$ cat config.mk
export PLATFORM = sky130hd
export DESIGN_NAME = flash_wr_guard
export DESIGN_NICKNAME = d
export VERILOG_FILES = /design/src/rtl/wp_pkg.sv /design/src/rtl/wp_status_reg.sv /design/src/rtl/wp_region_decode.sv /design/src/rtl/wp_access_check.sv /design/src/rtl/flash_wr_guard.sv
export SDC_FILE = /design/constraint.sdc
export NUM_CORES = 1
export LEC_CHECK = 0
export ABC_AREA = 1
export BUFFER_PORTS_ARGS = -buffer_cell sky130_fd_sc_hd__buf_2
export CAP_MARGIN = 40
export CORE_MARGIN = 1
export CORE_UTILIZATION = 34
export CTS_CLUSTER_SIZE = 40
export DETAILED_ROUTE_END_ITERATION = 10
export GPL_ROUTABILITY_DRIVEN = 0
export MAX_ROUTING_LAYER = met4
export PLACE_DENSITY = 0.85
export SETUP_SLACK_MARGIN = 0.4
export SKIP_LAST_GASP = 1
export SYNTH_ARGS = -nofsm -noshare
export SYNTH_HDL_FRONTEND = slang
export SYNTH_SLANG_ARGS = --single-unit
export TNS_END_PERCENT = 5
$ cat constraint.sdc
create_clock -name clk -period 2.26 [get_ports clk]
set_input_delay 0.339 -clock clk [delete_from_list [all_inputs] [get_ports clk]]
set_output_delay 0.339 -clock clk [all_outputs]
set_load 0.05 [all_outputs]
$ cat src/rtl/wp_pkg.sv
package wp_pkg;
  localparam int BP_W      = 4;
  localparam int CODE_W    = 3;
  localparam int FLD_BP_LO = 2;
  localparam int FLD_LOCK  = 7;
  localparam logic [BP_W-1:0] BP_RESET = 4'b0111;

  typedef struct packed {
    logic            lock;
    logic [BP_W-1:0] bp;
  } guard_state_t;
endpackage

$ cat src/rtl/wp_status_reg.sv
module wp_status_reg
  import wp_pkg::*;
(
  input  logic            clk,
  input  logic            rst,
  input  logic            wr,
  input  logic [7:0]      wdata,
  input  logic            wp_n,
  output logic [BP_W-1:0] bp,
  output logic            lock,
  output logic            reject
);
  guard_state_t st_q;
  logic         may_write;
  logic         unused_bits;

  assign unused_bits = ^{wdata[1:0], wdata[6]};
  assign may_write   = wp_n | ~st_q.lock;

  always_ff @(posedge clk) begin
    if (rst) begin
      st_q.bp   <= BP_RESET;
      st_q.lock <= 1'b0;
      reject    <= 1'b0;
    end else begin
      reject <= wr & ~may_write;
      if (wr && may_write) begin
        st_q.bp   <= wdata[FLD_BP_LO +: BP_W];
        st_q.lock <= wdata[FLD_LOCK];
      end
    end
  end

  assign bp   = st_q.bp;
  assign lock = st_q.lock;

  p_reset_state_r1: assert property (@(posedge clk)
    rst |=> (bp == BP_RESET) && !lock && !reject);

  p_accept_load_r3: assert property (@(posedge clk) disable iff (rst)
    (wr && (wp_n || !lock)) |=> (bp == $past(wdata[FLD_BP_LO +: BP_W])) && (lock == $past(wdata[FLD_LOCK])) && !reject);

  p_locked_hold_r4: assert property (@(posedge clk) disable iff (rst)
    (wr && !wp_n && lock) |=> $stable(bp) && $stable(lock) && reject);

  p_reject_cause_r9: assert property (@(posedge clk) disable iff (rst)
    !wr |=> !reject);
endmodule

$ cat src/rtl/wp_region_decode.sv
module wp_region_decode #(
  parameter int ADDR_W = 22,
  parameter int CODE_W = 3
) (
  input  logic [CODE_W-1:0] code,
  output logic [ADDR_W:0]   start
);
  localparam int LEVELS = (1 << CODE_W) - 1;
  localparam logic [ADDR_W:0] FULL = (ADDR_W+1)'(1) << ADDR_W;

  logic [ADDR_W:0] start_tab [1 << CODE_W];

  for (genvar k = 0; k < (1 << CODE_W); k++) begin : g_lvl
    if (k == 0) begin : g_none
      assign start_tab[k] = FULL;
    end else begin : g_frac
      assign start_tab[k] = FULL - ((ADDR_W+1)'(1) << (ADDR_W - LEVELS + k));
    end
  end

  assign start = start_tab[code];

  always_comb begin
    p_none_open_r2: assert (code != '0 || start == FULL);
    p_all_closed_r2: assert (code != CODE_W'(LEVELS) || start == '0);
  end
endmodule

$ cat src/rtl/wp_access_check.sv
module wp_access_check #(
  parameter int ADDR_W = 22,
  parameter int ALIGN_W = 0
) (
  input  logic              req,
  input  logic [ADDR_W-1:0] addr,
  input  logic [ADDR_W:0]   start,
  output logic              grant
);
  logic [ADDR_W-1:0] base;

  if (ALIGN_W > 0) begin : g_align
    assign base = {addr[ADDR_W-1:ALIGN_W], {ALIGN_W{1'b0}}};
  end else begin : g_plain
    assign base = addr;
  end

  assign grant = req & ({1'b0, base} < start);

  always_comb begin
    p_idle_low_r8: assert (req || !grant);
  end
endmodule

$ cat src/rtl/flash_wr_guard.sv
module flash_wr_guard
  import wp_pkg::*;
#(
  parameter int ADDR_W   = 22,
  parameter int SECTOR_W = 12
) (
  input  logic              clk,
  input  logic              rst,
  input  logic              sr_wr,
  input  logic [7:0]        sr_wdata,
  input  logic              wp_n,
  input  logic [ADDR_W-1:0] addr,
  input  logic              pgm_req,
  input  logic              sec_erase_req,
  input  logic              chip_erase_req,
  output logic [3:0]        prot_bits,
  output logic              lock_bit,
  output logic              pgm_grant,
  output logic              sec_grant,
  output logic              chip_grant,
  output logic              wr_reject
);
  logic [BP_W-1:0] bp;
  logic [ADDR_W:0] prot_start;

  wp_status_reg u_status (
    .clk(clk), .rst(rst), .wr(sr_wr), .wdata(sr_wdata), .wp_n(wp_n),
    .bp(bp), .lock(lock_bit), .reject(wr_reject)
  );

  wp_region_decode #(.ADDR_W(ADDR_W), .CODE_W(CODE_W)) u_decode (
    .code(bp[CODE_W-1:0]), .start(prot_start)
  );

  wp_access_check #(.ADDR_W(ADDR_W), .ALIGN_W(0)) u_pgm_chk (
    .req(pgm_req), .addr(addr), .start(prot_start), .grant(pgm_grant)
  );

  wp_access_check #(.ADDR_W(ADDR_W), .ALIGN_W(SECTOR_W)) u_sec_chk (
    .req(sec_erase_req), .addr(addr), .start(prot_start), .grant(sec_grant)
  );

  assign chip_grant = chip_erase_req & (bp == '0);
  assign prot_bits  = bp;

  p_chip_clear_r7: assert property (@(posedge clk) disable iff (rst)
    chip_grant |-> (prot_bits == 4'b0000));

  p_full_deny_r2: assert property (@(posedge clk) disable iff (rst)
    (prot_bits[2:0] == 3'b111) |-> (!pgm_grant && !sec_grant));

  p_open_allow_r2: assert property (@(posedge clk) disable iff (rst)
    (prot_bits[2:0] == 3'b000 && pgm_req) |-> pgm_grant);
endmodule

==> summary.txt <==
Synth
  • Sequential-to-total area share from yosys stat: about 25%
  • Post-Synth Simple-Gate Area: between 20% and 30%
  • Synth Area in Adders: between 20% and 30%
  • Syn Nets: 114
  • Synth Area per Inst: 7.01 um2
  • Mapped cell area: around 480 um2
  • Largest family of logic cells by synthesized area: simple AND/OR/NAND/NOR gates
  • Syn. warnings: 0
  • Post-synthesis compound-gate area fraction: between 15 and 20%
  • Mux cell area share after synthesis: 0%
  • Netlist cell types: 14
  • Flops & latches, synth: 6
  • Cell count after synthesis: 68
  • Post-Synth XOR/XNOR Area: 0%

Routing
  • DRC errors left: 0
  • Antenna Nets Post-Route: 0
  • Vias per inst: around 4.8
  • Total number of vias: 563
  • Drt pass-1 iters: 2
  • Iter 0 DRT Violations: 5
  • Detailed-route wire length per cell: about 11 um
  • Routed wire length: roughly 1.2 mm

STA
  • Max Slew Vio Count: 0
  • Post-route clock period utilization: 101%
  • # setup viols final: 2
  • Fin crit period: ~2.3 ns
  • RSZ-0062 raised after global routing: true
  • Final Skew: 0.00426 ns
  • Final hold vios: 0
  • Achievable frequency: approximately 0.44 GHz
  • Final WS setup: -0.0193 ns
  • Least-Margin Pin Slew: between 0.2 and 0.25 ns
  • Worst relative slew slack: a little over four fifths

Pwr
  • Lkg Pwr: 0.439 nW
  • Max VDD drop: between 0.2 and 0.3 mV
  • Power per cell area: roughly 540 nW/um2
  • Total power: between 0.0004 and 0.0005 W

CTS
  • Clk_lat worst skew: around 0.25 ns
  • CTS tree: done
  • Clock Sinks: 6
  • Post-CTS Hold Fix Bufs: 0
  • Root Driver: clkbuf_4
  • Clock slew at reported path FFs: ~0.050 ns
  • Number of CTS-inserted buffers: 3
  • CTS H-tree lvls: 1
  • Clk buf depth: 2

Critical path
  • Req. time, crit path: roughly 1.9 ns
  • CP Capture Type: output pin
  • Crit Path Max Fanout: 3
  • Worst Setup Start Kind: register
  • Arrival time at the worst endpoint: 1.94 ns
  • Crit Path Class: register to output pin

Final layout
  • N_diodes: 0
  • Share of layout cells above drive strength 1: 50.0%
  • Most frequent cells in the layout: 24 x buf_2, 18 x nand2_1, 11 x inv_1, 5 x ha_1
  • Area Overhead vs Synth: 68.0%
  • Final Net Count: 149
  • Layout Cells excl Fill: roughly 120
  • Most common cell after layout, fill and taps aside: buf_2
  • Post-route cell area: between 800 and 900 um2
  • Final Util: 61.5%

Die
  • Std cell rows: 13
  • Placeable core region: approximately 1300 um2
  • Die Wd: ~39 um
  • Die Span Y: 39.4 um
  • Die footprint: between 1500 and 2000 um2
  • # IOs: 46
  • Initial Utilization: 36.6%

Place
  • Port bufs: 26
  • Detail Placement HPWL: 789 um
  • Placed inst area: roughly 660 um2
  • Post-Place Cells: 110

Global routing
  • Vias in the first global route: 521
  • Total grt overflow: 0
  • Global Route Usage Sum: 21.6%
  • Largest net degree at the start of global routing: 10
  • First-pass GRT wire length: around 2.1 mm
  • Initial antenna violation count: 0

Run status
  • Outcome: complete, but fails checks
  • Violated checks: negative setup slack

Worst hold path
  • Hold crit path type: input pin to register

Flow run
  • Max_cap viols: 0
-- power breakdown --
group | switching (W) | internal, W | total (W)
clock | 0.0000445 | 0.0000673 | 0.000112
sequential | 0.00000719 | 0.000113 | 0.000120
combinational | 0.000119 | 0.0000782 | 0.000197
-- worst max-delay path, cell delays in order, from the launching register on --
cell     delay [ns]
dfxtp_4        0.34
inv_2          0.06
ha_4           0.16
or2_4          0.24
ha_4           0.22
a21oi_1        0.15
nand2_1        0.08
nand2_1        0.08
nand2_2        0.10
nor2_4         0.10
buf_8          0.15
-- state kept, by name, summed over array words and instances, names as in the netlist --
name	flops
u_status.reject	1
u_status.bp	4
u_status.lock	1
-- routing by layer --
layer | GRT usage (%) | part of all wire, % | up-vias
met4 | 25.9 | 7.8 | 0
met3 | 3.98 | 6.4 | 12
met1 | 19.9 | 35 | 235
li1 | - | - | 286
met2 | 34.4 | 51 | 30
met5 | - | 0 | -
-- repair_timing --
item / 4_1_cts / 5_1_grt
buffers inserted: 3 / 0
pin swaps: 9 / 0
endpoints found under the setup margin: 2 / 2
gates resized for setup: 17 / 1
hold endpoints to repair: 0 / 0
-- area by class of cell --
class	count	area, um2
Clock buffer	4	26.3
Sequential cell	6	128
Timing Repair Buffer	30	180
Inverter	14	55.1
Tap cell	15	18.8
Fill cell	129	500
Multi-Input combinational cell	48	393
-- worst paths after layout --
path / startpoint / to / slack (ns) / cells past startpoint
max: u_status.bp[0]$_SDFFE_PP1P_ / sec_grant / -0.02 / 10
min: rst / u_status.reject$_SDFF_PP0_ / 0.26 / 2
max reg2reg: u_status.lock$_SDFFE_PP0P_ / u_status.lock$_SDFFE_PP0P_ / 1.32 / 4
min reg2reg: u_status.lock$_SDFFE_PP0P_ / u_status.reject$_SDFF_PP0_ / 0.53 / 2
-- metrics by stage --
step / setup WS, ns / setup TNS (ns) / hold WS (ns)
3_3_place_gp: 0.0565 / 0 / 0.514
4_1_cts: 0.0311 / 0 / 0.255
6_report: -0.0193 / -0.0341 / 0.261
3_5_place_dp: 0.0356 / 0 / 0.517
2_1_floorplan: 0.0539 / 0 / 0.411
5_1_grt: -0.112 / -0.219 / 0.276
-- Yosys cell counts --
master	number	share of area, %
or2_2	1	1.3
nor3b_1	1	1.6
a21oi_1	2	2.1
nand3_1	2	2.1
o21ai_1	1	1.0
inv_2	1	0.79
inv_1	13	10
o211ai_1	4	6.3
ha_1	9	24
nor2_1	4	3.1
o21ai_0	2	2.1
a21boi_4	1	3.9
nand2_1	21	17
dfxtp_1	6	25
-- cells by family (layout without fill, tap and decap cells) --
logic type	count (synthesis)	after routing
AO/OA/AOI/OAI	10	10
flip-flops	6	6
buffers and inverters	14	48
adder cells (fa/ha/maj)	9	9
AND/OR/NAND/NOR	29	29
(Power assumes the default switching activity.)
